<file path="config.mk">
export PLATFORM = sky130hd
export DESIGN_NAME = npc_unit
export DESIGN_NICKNAME = d
export VERILOG_FILES = /design/src/rtl/npc_pkg.sv /design/src/rtl/npc_decode.sv /design/src/rtl/npc_compare.sv /design/src/rtl/npc_target.sv /design/src/rtl/npc_unit.sv
export SDC_FILE = /design/constraint.sdc
export NUM_CORES = 1
export LEC_CHECK = 0
export BUFFER_PORTS_ARGS = -buffer_cell sky130_fd_sc_hd__buf_2
export CAP_MARGIN = 20
export CORE_MARGIN = 5
export CORE_UTILIZATION = 61
export DETAILED_ROUTE_END_ITERATION = 12
export PLACE_DENSITY_LB_ADDON = 0.25
export SETUP_SLACK_MARGIN = 0.3
export SLEW_MARGIN = 25
export SYNTH_ARGS = -nofsm -noshare
export SYNTH_HDL_FRONTEND = slang
export SYNTH_SLANG_ARGS = --single-unit
</file>
<file path="constraint.sdc">
create_clock -name clk -period 13.9 [get_ports clk]
set_clock_uncertainty 0.2 [all_clocks]
set_input_delay 0.695 -clock clk [delete_from_list [all_inputs] [get_ports clk]]
set_output_delay 0.695 -clock clk [all_outputs]
set_load 0.01 [all_outputs]
</file>
<file path="src/rtl/npc_pkg.sv">
package npc_pkg;
    localparam int XLEN = 32;

    typedef enum logic [6:0] {
        OPC_BRANCH = 7'b1100011,
        OPC_JDIR   = 7'b1101111,
        OPC_JREG   = 7'b1100111
    } opc_e;

    typedef enum logic [1:0] {
        CT_NONE, CT_BRANCH, CT_JDIR, CT_JREG
    } ct_kind_e;

    typedef struct packed {
        ct_kind_e    kind;
        logic [2:0]  cond;
        logic [4:0]  rd;
        logic [XLEN-1:0] imm;
    } ct_dec_t;

    function automatic logic [XLEN-1:0] branch_imm(input logic [31:0] w);
        return {{(XLEN-12){w[31]}}, w[7], w[30:25], w[11:8], 1'b0};
    endfunction

    function automatic logic [XLEN-1:0] jump_imm(input logic [31:0] w);
        return {{(XLEN-20){w[31]}}, w[19:12], w[20], w[30:21], 1'b0};
    endfunction

    function automatic logic [XLEN-1:0] itype_imm(input logic [31:0] w);
        return {{(XLEN-12){w[31]}}, w[31:20]};
    endfunction
endpackage

</file>
<file path="src/rtl/npc_decode.sv">
module npc_decode
    import npc_pkg::*;
(
    input  logic [31:0] instr,
    output ct_dec_t     dec
);
    always_comb begin
        dec.cond = instr[14:12];
        dec.rd   = instr[11:7];
        unique case (instr[6:0])
            OPC_BRANCH: begin dec.kind = CT_BRANCH; dec.imm = branch_imm(instr); end
            OPC_JDIR:   begin dec.kind = CT_JDIR;   dec.imm = jump_imm(instr);   end
            OPC_JREG:   begin dec.kind = CT_JREG;   dec.imm = itype_imm(instr);  end
            default:    begin dec.kind = CT_NONE;   dec.imm = '0;                end
        endcase
    end


    always_comb begin
        branch_lsb_chk: assert (dec.kind != CT_BRANCH || dec.imm[0] == 1'b0);
    end
endmodule

</file>
<file path="src/rtl/npc_compare.sv">
module npc_compare
    import npc_pkg::*;
(
    input  logic [2:0]      cond,
    input  logic [XLEN-1:0] a,
    input  logic [XLEN-1:0] b,
    output logic            hold
);
    logic eq, lts, ltu;
    assign eq  = (a == b);
    assign lts = ($signed(a) < $signed(b));
    assign ltu = (a < b);

    always_comb begin
        unique case (cond)
            3'b000:  hold = eq;
            3'b001:  hold = !eq;
            3'b100:  hold = lts;
            3'b101:  hold = !lts;
            3'b110:  hold = ltu;
            3'b111:  hold = !ltu;
            default: hold = 1'b0;
        endcase
    end


    always_comb begin
        cond_pair_chk: assert (!(cond == 3'b000 && hold) || a == b);
    end
endmodule

</file>
<file path="src/rtl/npc_target.sv">
module npc_target
    import npc_pkg::*;
(
    input  ct_dec_t         dec,
    input  logic            cmp_hold,
    input  logic [XLEN-1:0] pc,
    input  logic [XLEN-1:0] rs1,
    output logic [XLEN-1:0] next_pc,
    output logic            taken,
    output logic [XLEN-1:0] link_val,
    output logic            link_we
);
    logic [XLEN-1:0] seq_pc, rel_pc, reg_sum;
    assign seq_pc  = pc + XLEN'(4);
    assign rel_pc  = pc + dec.imm;
    assign reg_sum = rs1 + dec.imm;

    always_comb begin
        taken   = 1'b0;
        next_pc = seq_pc;
        link_we = 1'b0;
        unique case (dec.kind)
            CT_BRANCH: begin
                taken = cmp_hold;
                if (cmp_hold) next_pc = rel_pc;
            end
            CT_JDIR: begin
                taken   = 1'b1;
                next_pc = rel_pc;
                link_we = (dec.rd != 5'd0);
            end
            CT_JREG: begin
                taken   = 1'b1;
                next_pc = {reg_sum[XLEN-1:1], 1'b0};
                link_we = (dec.rd != 5'd0);
            end
            default: ;
        endcase
    end
    assign link_val = seq_pc;


    always_comb begin
        jreg_even_chk: assert (dec.kind != CT_JREG || next_pc[0] == 1'b0);
    end

    always_comb begin
        link_zero_chk: assert (!(link_we && dec.rd == 5'd0));
    end

    always_comb begin
        seq_step_chk: assert (taken || next_pc == pc + XLEN'(4));
    end
endmodule

</file>
<file path="src/rtl/npc_unit.sv">
module npc_unit
    import npc_pkg::*;
#(
    parameter logic [31:0] START_PC = 32'h0000_1000
) (
    input  logic        clk,
    input  logic        rst,
    input  logic        step,
    input  logic [31:0] instr,
    input  logic [31:0] rs1_val,
    input  logic [31:0] rs2_val,
    output logic [31:0] pc,
    output logic [31:0] next_pc,
    output logic        taken,
    output logic [31:0] link_val,
    output logic        link_we
);
    ct_dec_t dec;
    logic    hold;

    npc_decode u_dec (.instr(instr), .dec(dec));
    npc_compare u_cmp (.cond(dec.cond), .a(rs1_val), .b(rs2_val), .hold(hold));
    npc_target u_tgt (
        .dec(dec), .cmp_hold(hold), .pc(pc), .rs1(rs1_val),
        .next_pc(next_pc), .taken(taken), .link_val(link_val), .link_we(link_we)
    );

    always_ff @(posedge clk) begin
        if (rst)       pc <= START_PC;
        else if (step) pc <= next_pc;
    end


    pc_follow_chk: assert property (@(posedge clk) disable iff (rst)
        step |=> pc == $past(next_pc));

    pc_hold_chk: assert property (@(posedge clk) disable iff (rst)
        !step |=> $stable(pc));
endmodule

</file>
==> impl_metrics.prom <==
# TYPE chip_impl_metric gauge
chip_impl_info{name="worstSetupStartpointType",value="primary input"} 1
chip_impl_metric{name="cp.arrival",unit="ns"} 5.09
chip_impl_metric{name="synth_seq_area_share",unit="%"} 7.99
chip_impl_metric{name="fp.dieArea",unit="mm2"} 0.0155
chip_impl_metric{name="finalWorstPathRequiredPeriod",unit="ns"} 5.99
chip_impl_metric{name="tritoncts_num_sinks",unit=""} 32
chip_impl_metric{name="cts_hold_buffers",unit=""} 0
chip_impl_metric{name="synthesis.nets",unit=""} 1349
chip_impl_metric{name="detailedRoute.firstIterationViolations",unit=""} 1341
chip_impl_info{name="cts_tree",value="done"} 1
chip_impl_info{name="crit_path_frequent_cell",value="buf_2"} 1
chip_impl_info{name="worst-setup-path-type",value="in -> out"} 1
chip_impl_metric{name="power_per_cell_area",unit="mW/mm2"} 48.0
chip_impl_info{name="commonest_non_fill_non_tap_cell_in_the_layout",value="buf_2"} 1
chip_impl_metric{name="drc",unit=""} 0
chip_impl_metric{name="antenna_violating_nets_post_route",unit=""} 0
chip_impl_metric{name="async_flop_share",unit="%"} 0
chip_impl_metric{name="mappedNetlistArea",unit="mm2"} 0.00802
chip_impl_metric{name="route.vias.total",unit=""} 9774
chip_impl_info{name="min_from",value="pc[30]$_SDFFE_PP0P_"} 1
chip_impl_info{name="cp_cell_sequence",value="buf_2 > nand3b_1 > nor2_2 > buf_4 > and3_1 > ha_1 > a31o_2 > o21bai_1 > maj3_1 > and3b_1 > a21oi_2 > a221oi_2 > o211ai_2 > o21ai_1 > mux2_4 > nand2_1 > buf_2"} 1
chip_impl_metric{name="grt_start_max_net_pins",unit=""} 44
chip_impl_metric{name="share_comb_of_total_power",unit="%"} 42.6
chip_impl_metric{name="yosys_warnings",unit=""} 0
chip_impl_info{name="crit_slowest_cell",value="nand3b_1"} 1
chip_impl_metric{name="critical_path.max_stage_delay",unit="ns"} 0.46
chip_impl_metric{name="sequentialPowerShare",unit="%"} 25.2
chip_impl_metric{name="grt_usage",unit="%"} 35.5
chip_impl_metric{name="post_route_cells_drive_above_1_share",unit="%"} 18.9
chip_impl_metric{name="final_number_of_max_transition_violations",unit=""} 0
chip_impl_metric{name="area_overhead_of_the_layout_relative_to_synthesis",unit="%"} 14.7
chip_impl_metric{name="finalSetupViolCount",unit=""} 0
chip_impl_metric{name="htree_num_levels",unit=""} 2
chip_impl_metric{name="first_pass_iters",unit=""} 6
chip_impl_metric{name="synth_cell_type_count",unit=""} 95
chip_impl_info{name="timing.critical_path.to_type",value="primary output"} 1
chip_impl_metric{name="detailedPlace.worstSlack",unit="ns"} 7.99
chip_impl_metric{name="ys_ff_latch",unit=""} 32
chip_impl_metric{name="ir_worst_vdd",unit="V"} 0.0000386
chip_impl_info{name="clock-root-buffer",value="clkbuf_16"} 1
chip_impl_metric{name="power.share.clock",unit="%"} 32.2
chip_impl_metric{name="detail_route.wl_per_cell",unit="um"} 19.4
chip_impl_metric{name="layout_setup_ws",unit="ns"} 7.91
chip_impl_info{name="regToRegStartpoint",value="pc[0]$_SDFFE_PP0P_"} 1
chip_impl_info{name="regToRegEndpoint",value="pc[18]$_SDFFE_PP0P_"} 1
chip_impl_metric{name="gp_congestion",unit=""} 0.995
chip_impl_metric{name="leakagePower",unit="nW"} 4.39
chip_impl_metric{name="cts_buffers",unit=""} 5
chip_impl_metric{name="global_route_total_overflow",unit=""} 0
chip_impl_info{name="register_with_the_highest_flop_count",value="pc"} 1
chip_impl_metric{name="drt-total-wl",unit="um"} 29000
chip_impl_metric{name="maximum_net_fanout_on_the_critical_path",unit=""} 21
chip_impl_metric{name="insertedDiodeCount",unit=""} 0
chip_impl_metric{name="post-synth-top-area-fraction",unit="%"} 12.2
chip_impl_info{name="synthFlopType",value="dfxtp_1"} 1
chip_impl_metric{name="synthesis.area_per_instance",unit="um2"} 6.84
chip_impl_metric{name="dieHeight",unit="um"} 125
chip_impl_info{name="layout.cells.most_common_list",value="buf_2 (196), nand2_1 (132), nor2_1 (102)"} 1
chip_impl_metric{name="die_x",unit="um"} 125
chip_impl_metric{name="clk-insertion-delay-late",unit="ns"} 0.29
chip_impl_metric{name="tns",unit="ns"} 0
chip_impl_metric{name="fmax",unit="MHz"} 167
chip_impl_metric{name="grt_antenna_before_repair",unit=""} 0
chip_impl_metric{name="switching_power",unit="mW"} 0.176
chip_impl_info{name="type_of_the_tightest_min_delay_check",value="reg -> reg"} 1
chip_impl_info{name="outcome",value="completed"} 1
chip_impl_metric{name="numPortBuffers",unit=""} 196
chip_impl_metric{name="synth_enable_flop_cells",unit=""} 0
chip_impl_info{name="kind_of_cell_adding_the_most_delay_to_the_critical_path",value="simple AND/OR/NAND/NOR gates"} 1
chip_impl_metric{name="ioPinCount",unit=""} 197
chip_impl_info{name="synth_top_cells_by_area",value="ha_1 (12%), dfxtp_1 (8.0%), xnor2_1 (7.3%)"} 1
chip_impl_metric{name="grt_pass1_wl",unit="um"} 46200
chip_impl_metric{name="start_util",unit="%"} 62.8
chip_impl_metric{name="post_drt_via_cell_ratio",unit=""} 6.56
chip_impl_metric{name="finalNetCount",unit=""} 1495
chip_impl_metric{name="count_of_mapped_cells_out_of_synthesis",unit=""} 1172
chip_impl_metric{name="r2r_cells",unit=""} 13
chip_impl_metric{name="core.rowCount",unit=""} 41
chip_impl_info{name="timing.hold.worst_endpoint",value="pc[30]$_SDFFE_PP0P_"} 1
chip_impl_metric{name="core_area",unit="mm2"} 0.0128
chip_impl_metric{name="number_of_global_route_vias_before_repair",unit=""} 8946
chip_impl_info{name="layout_top_registers",value="pc (32)"} 1
chip_impl_metric{name="swShare",unit="%"} 39.8
chip_impl_metric{name="cell_internal_pwr",unit="mW"} 0.265
chip_impl_metric{name="path_clk_slew",unit="ns"} 0.06
chip_impl_metric{name="worst_slew_pin_slew",unit="ns"} 0.912
chip_impl_info{name="grt_setup_unrepaired",value="no"} 1
chip_impl_metric{name="worstHoldPathCells",unit=""} 2
chip_impl_metric{name="crit_buf_inv",unit=""} 3
chip_impl_metric{name="cts.path.max_buffers",unit=""} 2
chip_impl_metric{name="required",unit="ns"} 13.01
chip_impl_metric{name="ff2ff_setup_slack",unit="ns"} 10.12
chip_impl_metric{name="cts.repair_timing.setup_buffer_count",unit=""} 0
chip_impl_metric{name="largest_register_ff_count",unit=""} 32
chip_impl_metric{name="report.final.hold_viol_count",unit=""} 0
chip_impl_metric{name="place.detailed.hpwl",unit="um"} 23100
chip_impl_metric{name="maxCapViolations",unit=""} 0
chip_impl_metric{name="postCtsResizedCells",unit=""} 0
chip_impl_metric{name="timing.slew.headroom",unit="%"} 39.1
chip_impl_metric{name="period_share",unit="%"} 43.1
chip_impl_info{name="synthDominantAreaCellType",value="ha_1"} 1
layout make-up:
cell class	count	area, um2
Multi-Input combinational cell	1008	6870
Tap cell	172	215
Fill cell	1059	3580
Clock buffer	7	153
Inverter	70	263
Sequential cell	32	641
Timing Repair Buffer	201	1020
Clock inverter	1	30.0
worst min-delay path, stage by stage (launching register included):
cell      delay, ns
dfxtp_1        0.36
nor2_1         0.10
a311oi_1       0.05
power by group through the flow:
stage                     sequential [mW]  clock, mW  combinational, mW
after CTS                           0.110      0.141              0.184
after global placement              0.112          0              0.181
after detailed placement            0.112          0              0.183
final                               0.111      0.142              0.188
after floorplan                     0.108          0              0.121
after global routing                0.112      0.145              0.206
through the flow:
stage	cells	hold slack, ns	total power, mW	instance area [um2]	utilization, %
after floorplan	1172	0.338	0.229	8020	-
after global placement	1483	0.331	0.293	9010	70.5
after detailed placement	1483	0.349	0.295	9010	70.5
after CTS	1491	0.357	0.435	9190	72.0
after global routing	1491	0.392	0.463	9190	72.0
final	1491	0.365	0.441	9190	72.0
synthesized netlist by cell type, types with 5 or more instances:
library cell,n
nand4_1,28
a31o_2,5
a21oi_1,94
mux2i_1,6
inv_1,69
a311oi_1,12
clkbuf_1,42
and3_1,21
o21ai_0,42
nand2b_1,11
nor2b_1,8
or3_1,14
a31oi_1,13
ha_1,78
a21boi_0,6
nand3_1,42
a211oi_1,10
buf_2,13
a22oi_1,15
nand2_1,132
dfxtp_1,32
o21ai_1,12
xnor2_1,67
o21a_1,22
a22o_1,7
o31ai_1,9
xor2_1,29
o22ai_1,10
a21o_1,29
nor2_1,102
o221ai_1,6
a41oi_1,6
o211ai_1,14
maj3_1,9
and2_1,13
nor3_1,16
a221o_1,6
o21bai_1,9
nand3b_1,5
how the worst max path moves through the flow:
stage,from,to,slack [ns],cells after the start
6_report,instr[4],next_pc[29],7.91,17
5_1_grt,instr[2],next_pc[28],7.51,19
4_1_cts,instr[4],next_pc[29],7.99,17
3_5_place_dp,instr[4],next_pc[29],7.99,17
3_3_place_gp,instr[4],next_pc[29],8.08,17
2_1_floorplan,instr[4],next_pc[29],8.34,17
logic make-up after synthesis:
logic type,share of synthesized area (%)
and+or+nand+nor,25.6
AOI/OAI and AO/OA,34.8
buffers and inverters,6.57
xor gates and xnor gates,10.7
adders and majority gates,13.4
DFF,7.99
muxes,0.936
layer usage:
layer / global-route usage, % / wire (um) / vias to the layer above
li1: - / - / 4645
met1: 51.2 / 12400 / 4375
met2: 53.1 / 11800 / 684
met3: 8.02 / 4080 / 70
met4: 9.03 / 745 / 0
met5: 0 / 0 / -
(Power assumes the default switching activity.)
